### config.mk
export PLATFORM = sky130hd
export DESIGN_NAME = xbus_ctrl
export DESIGN_NICKNAME = d
export VERILOG_FILES = /design/src/rtl/xbus_pkg.sv /design/src/rtl/xbus_cfg.sv /design/src/rtl/xbus_seq.sv /design/src/rtl/xbus_pinmux.sv /design/src/rtl/xbus_ctrl.sv
export SDC_FILE = /design/constraint.sdc
export NUM_CORES = 1
export LEC_CHECK = 0
export BUFFER_PORTS_ARGS = -buffer_cell sky130_fd_sc_hd__buf_2
export CORE_UTILIZATION = 30
export CTS_BUF_LIST = sky130_fd_sc_hd__clkbuf_4
export CTS_CLUSTER_SIZE = 10
export DETAILED_ROUTE_END_ITERATION = 10
export GPL_ROUTABILITY_DRIVEN = 1
export PLACE_DENSITY = 0.62
export SYNTH_ARGS = -nofsm -noshare
export SYNTH_HDL_FRONTEND = slang
export SYNTH_SLANG_ARGS = --single-unit
### constraint.sdc
create_clock -name clk -period 3.4 [get_ports clk]
set_clock_uncertainty 0.05 [all_clocks]
set_input_delay 0.68 -clock clk [delete_from_list [all_inputs] [get_ports clk]]
set_output_delay 0.68 -clock clk [all_outputs]
set_load 0.1 [all_outputs]
### src/rtl/xbus_pkg.sv
package xbus_pkg;

    typedef enum logic [2:0] {
        ST_IDLE,
        ST_ADDR,
        ST_HOLD,
        ST_STRB,
        ST_DONE
    } xbus_state_e;

    typedef enum logic [1:0] {
        ACC_NONE,
        ACC_INT,
        ACC_EXT
    } acc_kind_e;

    typedef struct packed {
        logic wr_n;
        logic rd_n;
        logic ale;
    } ctl_pins_t;

    // Above the boundary: external when enabled, unmapped when disabled.
    function automatic acc_kind_e classify(input logic en, input logic above);
        if (above) begin
            return en ? ACC_EXT : ACC_NONE;
        end
        return ACC_INT;
    endfunction

endpackage

### src/rtl/xbus_cfg.sv
module xbus_cfg #(
    parameter int AW        = 16,
    parameter int HW        = 8,
    parameter int HBW       = 4,
    parameter int WSW       = 2,
    parameter int BOUND_RST = 'h21FF
) (
    input  logic           clk,
    input  logic           rst,
    input  logic           cfg_wr,
    input  logic           cfg_en_i,
    input  logic [HBW-1:0] cfg_hi_i,
    input  logic [WSW-1:0] cfg_wait_i,
    input  logic [AW-1:0]  cfg_bound_i,
    output logic           en_q,
    output logic [HBW-1:0] hi_q,
    output logic [WSW-1:0] wait_q,
    output logic [AW-1:0]  bound_q
);
    localparam logic [HBW-1:0] HI_MAX = HBW'(HW);

    always_ff @(posedge clk) begin
        if (rst) begin
            en_q    <= 1'b0;
            hi_q    <= HI_MAX;
            wait_q  <= '0;
            bound_q <= AW'(BOUND_RST);
        end else if (cfg_wr) begin
            en_q    <= cfg_en_i;
            hi_q    <= (cfg_hi_i > HI_MAX) ? HI_MAX : cfg_hi_i;
            wait_q  <= cfg_wait_i;
            bound_q <= cfg_bound_i;
        end
    end
endmodule

### src/rtl/xbus_seq.sv
module xbus_seq
    import xbus_pkg::*;
#(
    parameter int AW  = 16,
    parameter int DW  = 8,
    parameter int WSW = 2
) (
    input  logic             clk,
    input  logic             rst,
    input  logic             en,
    input  logic [WSW-1:0]   wait_n,
    input  logic [AW-1:0]    bound,
    input  logic             cpu_req,
    input  logic             cpu_we,
    input  logic [AW-1:0]    cpu_addr,
    input  logic [DW-1:0]    cpu_wdata,
    output logic             cpu_ready,
    output logic [DW-1:0]    cpu_rdata,
    input  logic [DW-1:0]    pad_ad_in,
    input  logic [DW-1:0]    int_rdata,
    output ctl_pins_t        ctl,
    output logic [DW-1:0]    ad_out,
    output logic             ad_oe,
    output logic [AW-DW-1:0] hi_addr,
    output logic             int_sel,
    output logic             int_we,
    output logic [AW-1:0]    int_addr,
    output logic [DW-1:0]    int_wdata
);
    xbus_state_e    state;
    acc_kind_e      kind_q;
    acc_kind_e      kind_new;
    logic           we_q;
    logic           bus_en_q;
    logic [AW-1:0]  addr_q;
    logic [DW-1:0]  wdata_q;
    logic [DW-1:0]  rdata_q;
    logic [WSW-1:0] wcnt;

    assign kind_new = classify(en, cpu_addr > bound);

    always_ff @(posedge clk) begin
        if (rst) begin
            state    <= ST_IDLE;
            kind_q   <= ACC_NONE;
            we_q     <= 1'b0;
            bus_en_q <= 1'b0;
            addr_q   <= '0;
            wdata_q  <= '0;
            rdata_q  <= '0;
            wcnt     <= '0;
        end else begin
            unique case (state)
                ST_IDLE: begin
                    if (cpu_req) begin
                        kind_q   <= kind_new;
                        we_q     <= cpu_we;
                        addr_q   <= cpu_addr;
                        wdata_q  <= cpu_wdata;
                        bus_en_q <= en;
                        wcnt     <= (kind_new == ACC_EXT) ? wait_n : '0;
                        if (kind_new == ACC_NONE) begin
                            rdata_q <= '0;
                        end
                        if (en) begin
                            state <= ST_ADDR;
                        end else if (kind_new == ACC_INT) begin
                            state <= ST_STRB;
                        end else begin
                            state <= ST_DONE;
                        end
                    end
                end
                ST_ADDR: state <= ST_HOLD;
                ST_HOLD: state <= ST_STRB;
                ST_STRB: begin
                    if (wcnt == '0) begin
                        if (!we_q) begin
                            rdata_q <= (kind_q == ACC_EXT) ? pad_ad_in : int_rdata;
                        end
                        state <= ST_DONE;
                    end else begin
                        wcnt <= wcnt - 1'b1;
                    end
                end
                ST_DONE: state <= ST_IDLE;
                default: state <= ST_IDLE;
            endcase
        end
    end

    logic in_addr, in_strb, ext_strb;
    assign in_addr  = (state == ST_ADDR) || (state == ST_HOLD);
    assign in_strb  = (state == ST_STRB);
    assign ext_strb = in_strb && (kind_q == ACC_EXT);

    always_comb begin
        ctl.ale  = (state == ST_ADDR) && bus_en_q;
        ctl.rd_n = !(ext_strb && !we_q);
        ctl.wr_n = !(ext_strb && we_q);
        ad_oe    = bus_en_q && (in_addr || (in_strb && (we_q || kind_q == ACC_INT)));
        if (in_addr) begin
            ad_out = addr_q[DW-1:0];
        end else if (we_q) begin
            ad_out = wdata_q;
        end else begin
            ad_out = int_rdata;
        end
    end

    assign hi_addr   = addr_q[AW-1:DW];
    assign int_sel   = in_strb && (kind_q == ACC_INT);
    assign int_we    = we_q;
    assign int_addr  = addr_q;
    assign int_wdata = wdata_q;
    assign cpu_ready = (state == ST_DONE);
    assign cpu_rdata = rdata_q;
endmodule

### src/rtl/xbus_pinmux.sv
module xbus_pinmux
    import xbus_pkg::*;
#(
    parameter int DW  = 8,
    parameter int HW  = 8,
    parameter int HBW = 4
) (
    input  logic           en,
    input  logic [HBW-1:0] hi_bits,
    input  logic [DW-1:0]  seq_ad_out,
    input  logic           seq_ad_oe,
    input  logic [HW-1:0]  seq_hi,
    input  ctl_pins_t      seq_ctl,
    input  logic [DW-1:0]  gpio_dir_ad,
    input  logic [DW-1:0]  gpio_out_ad,
    input  logic [HW-1:0]  gpio_dir_hi,
    input  logic [HW-1:0]  gpio_out_hi,
    input  logic [2:0]     gpio_dir_ctl,
    input  logic [2:0]     gpio_out_ctl,
    output logic [DW-1:0]  pad_ad_out,
    output logic [DW-1:0]  pad_ad_oe,
    output logic [HW-1:0]  pad_hi_out,
    output logic [HW-1:0]  pad_hi_oe,
    output logic           pad_ale,
    output logic           pad_rd_n,
    output logic           pad_wr_n,
    output logic [2:0]     pad_ctl_oe
);
    assign pad_ad_out = en ? seq_ad_out : gpio_out_ad;
    assign pad_ad_oe  = en ? {DW{seq_ad_oe}} : gpio_dir_ad;

    for (genvar i = 0; i < HW; i++) begin : g_hi
        logic owned;
        assign owned         = en && (hi_bits > HBW'(i));
        assign pad_hi_out[i] = owned ? seq_hi[i] : gpio_out_hi[i];
        assign pad_hi_oe[i]  = owned ? 1'b1 : gpio_dir_hi[i];
    end

    assign pad_ale    = en ? seq_ctl.ale  : gpio_out_ctl[0];
    assign pad_rd_n   = en ? seq_ctl.rd_n : gpio_out_ctl[1];
    assign pad_wr_n   = en ? seq_ctl.wr_n : gpio_out_ctl[2];
    assign pad_ctl_oe = en ? 3'b111 : gpio_dir_ctl;
endmodule

### src/rtl/xbus_ctrl.sv
module xbus_ctrl
    import xbus_pkg::*;
#(
    parameter int AW        = 16,
    parameter int DW        = 8,
    parameter int WSW       = 2,
    parameter int BOUND_RST = 'h21FF,
    localparam int HW       = AW - DW,
    localparam int HBW      = $clog2(HW + 1)
) (
    input  logic           clk,
    input  logic           rst,
    input  logic           cfg_wr,
    input  logic           cfg_en,
    input  logic [HBW-1:0] cfg_hi_bits,
    input  logic [WSW-1:0] cfg_wait,
    input  logic [AW-1:0]  cfg_bound,
    input  logic           cpu_req,
    input  logic           cpu_we,
    input  logic [AW-1:0]  cpu_addr,
    input  logic [DW-1:0]  cpu_wdata,
    output logic           cpu_ready,
    output logic [DW-1:0]  cpu_rdata,
    output logic           int_sel,
    output logic           int_we,
    output logic [AW-1:0]  int_addr,
    output logic [DW-1:0]  int_wdata,
    input  logic [DW-1:0]  int_rdata,
    input  logic [DW-1:0]  gpio_dir_ad,
    input  logic [DW-1:0]  gpio_out_ad,
    input  logic [HW-1:0]  gpio_dir_hi,
    input  logic [HW-1:0]  gpio_out_hi,
    input  logic [2:0]     gpio_dir_ctl,
    input  logic [2:0]     gpio_out_ctl,
    input  logic [DW-1:0]  pad_ad_in,
    output logic [DW-1:0]  pad_ad_out,
    output logic [DW-1:0]  pad_ad_oe,
    output logic [HW-1:0]  pad_hi_out,
    output logic [HW-1:0]  pad_hi_oe,
    output logic           pad_ale,
    output logic           pad_rd_n,
    output logic           pad_wr_n,
    output logic [2:0]     pad_ctl_oe
);
    logic           cfg_en_q;
    logic [HBW-1:0] cfg_hi_q;
    logic [WSW-1:0] cfg_wait_q;
    logic [AW-1:0]  cfg_bound_q;
    ctl_pins_t      seq_ctl;
    logic [DW-1:0]  seq_ad_out;
    logic           seq_ad_oe;
    logic [HW-1:0]  seq_hi;

    xbus_cfg #(.AW(AW), .HW(HW), .HBW(HBW), .WSW(WSW), .BOUND_RST(BOUND_RST)) u_cfg (
        .clk(clk), .rst(rst), .cfg_wr(cfg_wr), .cfg_en_i(cfg_en),
        .cfg_hi_i(cfg_hi_bits), .cfg_wait_i(cfg_wait), .cfg_bound_i(cfg_bound),
        .en_q(cfg_en_q), .hi_q(cfg_hi_q), .wait_q(cfg_wait_q), .bound_q(cfg_bound_q)
    );

    xbus_seq #(.AW(AW), .DW(DW), .WSW(WSW)) u_seq (
        .clk(clk), .rst(rst), .en(cfg_en_q), .wait_n(cfg_wait_q), .bound(cfg_bound_q),
        .cpu_req(cpu_req), .cpu_we(cpu_we), .cpu_addr(cpu_addr), .cpu_wdata(cpu_wdata),
        .cpu_ready(cpu_ready), .cpu_rdata(cpu_rdata), .pad_ad_in(pad_ad_in),
        .int_rdata(int_rdata), .ctl(seq_ctl), .ad_out(seq_ad_out), .ad_oe(seq_ad_oe),
        .hi_addr(seq_hi), .int_sel(int_sel), .int_we(int_we), .int_addr(int_addr),
        .int_wdata(int_wdata)
    );

    xbus_pinmux #(.DW(DW), .HW(HW), .HBW(HBW)) u_pinmux (
        .en(cfg_en_q), .hi_bits(cfg_hi_q), .seq_ad_out(seq_ad_out), .seq_ad_oe(seq_ad_oe),
        .seq_hi(seq_hi), .seq_ctl(seq_ctl), .gpio_dir_ad(gpio_dir_ad),
        .gpio_out_ad(gpio_out_ad), .gpio_dir_hi(gpio_dir_hi), .gpio_out_hi(gpio_out_hi),
        .gpio_dir_ctl(gpio_dir_ctl), .gpio_out_ctl(gpio_out_ctl),
        .pad_ad_out(pad_ad_out), .pad_ad_oe(pad_ad_oe), .pad_hi_out(pad_hi_out),
        .pad_hi_oe(pad_hi_oe), .pad_ale(pad_ale), .pad_rd_n(pad_rd_n),
        .pad_wr_n(pad_wr_n), .pad_ctl_oe(pad_ctl_oe)
    );
endmodule

==> impl_metrics.env, run 1 <==
export IMPL_cts_setup_buffers=0
export IMPL_mostFrequentLayoutCells="buf_2, nand2_1, dfxtp_1"
export IMPL_fin_setup_tns_ns=0
export IMPL_netlist_area_mm2=0.00354
export IMPL_synth_top_cell_area_share_pct=36.2
export IMPL_area_growth_pct=32.0
export IMPL_clock_latency_ns=0.41
export IMPL_setup_ws_ns=0.244
export IMPL_ioPinCount=179
export IMPL_fmax_mhz=317
export IMPL_grt_pass1_vias=3595
export IMPL_clkSlewWorstSetupHoldPaths_ns=0.11
export IMPL_regToRegStartpoint="u_cfg.bound_q[15]"
export IMPL_finalCriticalPeriod_ns=3.16
export IMPL_antenna_found_initial=0
export IMPL_vias=3702
export IMPL_antennaDiodeCount=0
export IMPL_synthTopCellsByArea="dfxtp_1, nand2_1, mux2i_1"
export IMPL_holdPathStages=2
export IMPL_r2r_end="u_seq.cpu_rdata[3]"
export IMPL_cts_sinks=64
export IMPL_drv_cap=0
export IMPL_gp_congestion=0.888
export IMPL_dr_pass1_iters=4
export IMPL_port_buffers=178
export IMPL_cts_buffer_depth=2
export IMPL_first_iter_violations=157
export IMPL_synthFlopType="dfxtp_1"
export IMPL_seqCellArea_mm2=0.00128
export IMPL_synth_edf_count=0
export IMPL_hold_path_end="u_seq.kind_q[1]"
export IMPL_ys_ff_latch=64
export IMPL_die_height_um=111
export IMPL_syn_nets=573
export IMPL_cts_tree="yes"
export IMPL_multi_input_area_mm2=0.00204
export IMPL_grt_pass1_wl_mm=17.3
export IMPL_wl_per_cell_um=14.0
export IMPL_hp_class="reg -> reg"
export IMPL_setup_violations=0
export IMPL_cp_end_kind="primary output"
export IMPL_syn_area_per_cell_um2=7.87
export IMPL_grt_met2_usage_pct=30.6
export IMPL_synthArstFlopShare_pct=0
export IMPL_cp_arrival_ns=2.43
export IMPL_seq_area_frac_synth_pct=36.2
export IMPL_layout_drive_gt1_share_pct=36.6
export IMPL_grt_busiest_layer="met2"
export IMPL_grt_util_met3_pct=3.02
export IMPL_leakagePower_uw=0.00223
export IMPL_p_per_area_mw_per_mm2=547
export IMPL_slew_viol_final=0
export IMPL_nNetsFinal=741
export IMPL_hold_viol=0
export IMPL_tightest_slew_ns=0.930
export IMPL_max_slew_margin_rel_pct=37.9
export IMPL_peakVddDrop_mv=0.240
export IMPL_rsz0062_at_grt="no"
export IMPL_finalCritPeriodShare_pct=92.8
export IMPL_yosysWarnings=0
export IMPL_htreeDepth=3
export IMPL_synth_distinct_cells=42
export IMPL_final_antenna_net_count=0
export IMPL_synth_cells=450
export IMPL_r2r_slack_ns=0.84
export IMPL_grt_use_met1_pct=21.1
export IMPL_rows=39
export IMPL_grt_max_degree=36
export IMPL_crit_type="reg -> out"
export IMPL_post_place_ws_ns=0.360
export IMPL_r2r_cells=9
export IMPL_path_max_fanout=17
export IMPL_routed_wl_mm=10.7
export IMPL_yosysTopAreaCell="dfxtp_1"
export IMPL_core_area_mm2=0.0115
export IMPL_layout_commonest_cell="buf_2"
export IMPL_critPathLaunchType="flip-flop"
export IMPL_initial_core_util_pct=30.9
export IMPL_utilization_pct=40.7
export IMPL_overflow=0
export IMPL_track_usage_pct=17.5
export IMPL_die_area_mm2=0.0122
export IMPL_fillers=1195
export IMPL_drc_errors=0
export IMPL_vias_per_cell=4.83
export IMPL_required_ns=2.67
export IMPL_hpwlAfterDp_mm=8.57
export IMPL_hp_start="u_seq.kind_q[1]"
export IMPL_cts_root_buf="clkbuf_4"
export IMPL_cts_buffers=9
export IMPL_die_w_um=111
export IMPL_outcome="complete, no violations"
## power by group
group / switching [µW] / internal, µW / leakage (µW)
registers: 74.4 / 821 / 0.000525
clock network: 288 / 165 / 0.0000628
logic: 938 / 270 / 0.00164
total: 1300 / 1260 / 0.00223
## logic make-up (layout without fill, tap and decap cells)
logic type      after synthesis  in the layout  share of synthesized area, %
buf+inv                      57            230                          6.43
simple gates                167            167                          21.5
compound gates              100            100                          16.6
xor+xnor                      1              1                         0.247
flops                        64             64                          36.2
mux                          44             44                          13.0
fa+ha+maj                    17             17                          6.01
## worst max path at each step
stage	startpoint	to	slack, ns	cells after the start
final	u_seq.state[0]	pad_ad_oe[1]	0.24	6
after floorplan	u_cfg.en_q	pad_ad_oe[0]	-0.14	3
after global placement	cpu_addr[13]	u_seq.cpu_rdata[2]	0.40	9
after CTS	u_seq.state[2]	pad_ad_oe[1]	0.19	5
after detailed placement	cpu_addr[15]	u_seq.cpu_rdata[6]	0.36	9
after global routing	u_seq.state[0]	pad_ad_oe[1]	0.008	6
## cells in the mapped netlist (2+ instances only)
master and n:
nand2b_1 11, mux2i_1 27, buf_2 4, a21oi_1 51, a41oi_1 2, nand3_1 2
or2_2 5, and2_1 3, nor2_1 24, or3_1 10, o211ai_1 10, nand3b_1 3
and4_1 2, a211oi_1 2, clkbuf_1 19, nand2_1 94, a21o_1 2, buf_1 2
nor4_1 2, inv_1 30, a211o_1 2, nand4_1 3, ha_1 17, o21ai_0 23
and3_1 3, mux2_2 17, o21ai_1 2, dfxtp_1 64
## worst max-delay path, cell delays in order, from the launching register on
cell	delay, ns
dfxtp_1	0.50
nand2_1	0.12
or2_2	0.43
nor2_1	0.14
o211ai_1	0.21
o21ai_0	0.15
buf_2	0.45
## state kept, by name (all words and copies together) (netlist names), 2 cells and up
signal / flops
u_seq.kind_q: 2
u_seq.cpu_rdata: 8
u_cfg.wait_q: 2
u_seq.int_addr: 16
u_seq.wcnt: 2
u_seq.int_wdata: 8
u_seq.state: 3
u_cfg.hi_q: 4
u_cfg.bound_q: 16
## stage by stage
step | total power [µW] | hold WS (ns) | cell area, µm² | instances
detailed placement | 2120 | 0.403 | 4550 | 750
global route | 2690 | 0.417 | 4670 | 766
CTS | 2570 | 0.410 | 4670 | 766
floorplan | 1880 | 0.386 | 3550 | 450
finish | 2560 | 0.416 | 4670 | 766
global placement | 2100 | 0.398 | 4550 | 750
## layout make-up
class / instances / area share, %
multi-input combinational: 329 / 43.7
sequential: 64 / 27.4
timing repair buffer: 184 / 20.1
tap: 143 / 3.83
inverter: 30 / 2.41
clock buffer: 11 / 1.77
clock inverter: 5 / 0.723
## timing repair
item                       CTS  global route
gates resized for setup      0             3
setup endpoints to repair    0             8
hold buffers                 0             0
## per-layer routing
layer | vias to the layer above | routed length, µm
met5 | - | 0
met2 | 97 | 5470
met1 | 1714 | 4630
li1 | 1874 | -
met3 | 17 | 459
met4 | 0 | 178
No activity file was read; power rests on OpenSTA's default activity.
==> run 2, diff against run 1 <==
CORE_MARGIN = 2   (was not set)
==> run 2 against run 1 <==
Sequential power is essentially flat. Core utilization shrank 0.11 points. Design area shrank 0.27%. Combinational power is essentially flat. Critical path depth is the same. Count of clock-buffer cells in the layout shrank 1. Global-route usage shrank 1.1 points. Final cell count grew 0.13%. Non-clock buffer count grew 1. Register-to-register slack lost 0.02 ns. Worst setup slack gained 0.069 ns. Via count shrank 1.3%. Highest routed layer unchanged.
==> impl_metrics.env, run 2 (synthesized netlist as in run 1, its figures left out) <==
export IMPL_die_area_mm2=0.0127
export IMPL_htreeDepth=3
export IMPL_hp_start="u_seq.cpu_rdata[0]"
export IMPL_rsz0062_at_grt="no"
export IMPL_clkSlewWorstSetupHoldPaths_ns=0.11
export IMPL_crit_type="reg -> out"
export IMPL_cp_startpoint="u_seq.state[0]"
export IMPL_holdPathStages=2
export IMPL_initial_core_util_pct=30.9
export IMPL_peakVddDrop_mv=0.185
export IMPL_cp_top_family="simple AND/OR/NAND/NOR gates"
export IMPL_vias=3653
export IMPL_cp_end_kind="primary output"
export IMPL_regToRegStartpoint="u_cfg.bound_q[13]"
export IMPL_final_antenna_net_count=0
export IMPL_gp_congestion=0.882
export IMPL_holdBufCountCts=0
export IMPL_antenna_found_initial=0
export IMPL_overflow=0
export IMPL_finalCriticalPeriod_ns=3.09
export IMPL_max_slew_margin_rel_pct=51.0
export IMPL_required_ns=2.67
export IMPL_hpwlAfterDp_mm=8.56
export IMPL_finalCritPeriodShare_pct=90.8
export IMPL_track_usage_pct=16.4
export IMPL_path_max_fanout=17
export IMPL_r2r_slack_ns=0.82
export IMPL_final_area_mm2=0.00466
export IMPL_area_growth_pct=31.6
export IMPL_first_iter_violations=124
export IMPL_stdcell_count=767
export IMPL_grt_pass1_wl_mm=16.8
export IMPL_cts_setup_buffers=0
export IMPL_grt_max_degree=36
export IMPL_cts_sinks=64
export IMPL_rows=39
export IMPL_critPathLaunchType="flip-flop"
export IMPL_cts_resized=0
export IMPL_dp_cells=751
export IMPL_worst_path_buf_inv=1
export IMPL_cts_buffer_depth=2
export IMPL_mostFrequentLayoutCells="buf_2, nand2_1, dfxtp_1"
export IMPL_cts_buffers=9
export IMPL_hold_viol=0
export IMPL_drc_errors=0
export IMPL_cts_root_buf="clkbuf_4"
export IMPL_post_place_ws_ns=0.384
export IMPL_setup_violations=0
export IMPL_fillers=1196
export IMPL_nNetsFinal=742
export IMPL_routed_wl_mm=10.7
export IMPL_leakagePower_uw=0.00223
export IMPL_dr_pass1_iters=4
export IMPL_vias_per_cell=4.76
export IMPL_slowest_delay_ns=0.47
export IMPL_cts_tree="yes"
export IMPL_post_dp_cell_area_mm2=0.00456
export IMPL_p_per_area_mw_per_mm2=539
export IMPL_layout_drive_gt1_share_pct=36.2
export IMPL_die_w_um=113
export IMPL_fmax_mhz=324
export IMPL_hp_class="reg -> reg"
export IMPL_antennaDiodeCount=0
export IMPL_r2r_cells=9
export IMPL_tightest_slew_ns=0.735
export IMPL_die_height_um=113
export IMPL_ioPinCount=179
export IMPL_drv_cap=0
export IMPL_slew_viol_final=0
export IMPL_core_area_mm2=0.0115
export IMPL_utilization_pct=40.6
export IMPL_setup_ws_ns=0.313
export IMPL_fin_hold_ws_ns=0.419
export IMPL_path_cells="nand2_1 > or2_2 > nor2_1 > o211ai_1 > o21ai_0 > buf_2"
export IMPL_cp_slowest_cell="dfxtp_1"
export IMPL_cp_arrival_ns=2.36
export IMPL_wl_per_cell_um=13.9
export IMPL_outcome="complete, no violations"
export IMPL_grt_pass1_vias=3582
export IMPL_port_buffers=178
export IMPL_cp_depth=6
export IMPL_layout_commonest_cell="buf_2"
export IMPL_clock_latency_ns=0.39
[run 2: cell types whose count changed in the layout (fill, tap and decap cells not counted)]
cell,delta
clkinv_1,+3
clkinv_4,-1
clkbuf_4,-3
clkinv_2,+1
clkinvlp_4,-2
buf_2,+2
buf_4,+1
[run 2: layout make-up]
| cell class | count | area, µm² | area share, % |
|---|---|---|---|
| clock inverters | 6 | 26.3 | 0.564 |
| flip-flops and latches | 64 | 1280 | 27.5 |
| repair buffers | 185 | 943 | 20.2 |
| well taps | 143 | 179 | 3.84 |
| inverters | 30 | 113 | 2.42 |
| multi-input cells | 329 | 2040 | 43.8 |
| clock buffers | 10 | 75.1 | 1.61 |
[run 2: worst paths after layout]
| check | to |
|---|---|
| setup / recovery | pad_ad_oe[6] |
| hold / removal | u_seq.cpu_rdata[0] |
| setup reg to reg | u_seq.cpu_rdata[3] |
| hold reg to reg | u_seq.cpu_rdata[0] |
[run 2: routing by layer]
metal  routed length, µm  global-route usage (%)  vias to the layer above
met5                   0                       0                        -
met4                 302                    7.72                        0
met3                 552                    3.13                       22
met2                5180                    27.5                      100
met1                4650                    20.2                     1657
li1                    -                       -                     1874
[run 2: tightest hold or removal path, cell delays in order (launching register included)]
cell and delay (ns):
dfxtp_1 0.33, nand2_1 0.05, a21oi_1 0.05
[run 2: through the flow]
step / setup TNS (ns) / total power, µW
after floorplan: -1.09 / 1880
after global placement: 0 / 2110
after detailed placement: 0 / 2120
after CTS: 0 / 2540
after global routing: 0 / 2650
final: 0 / 2510
[run 2: report_power, final]
part / internal [µW] / total (µW) / switching (µW)
registers: 821 / 895 / 73.6
logic: 272 / 1200 / 930
clock network: 148 / 414 / 267
total: 1240 / 2510 / 1270
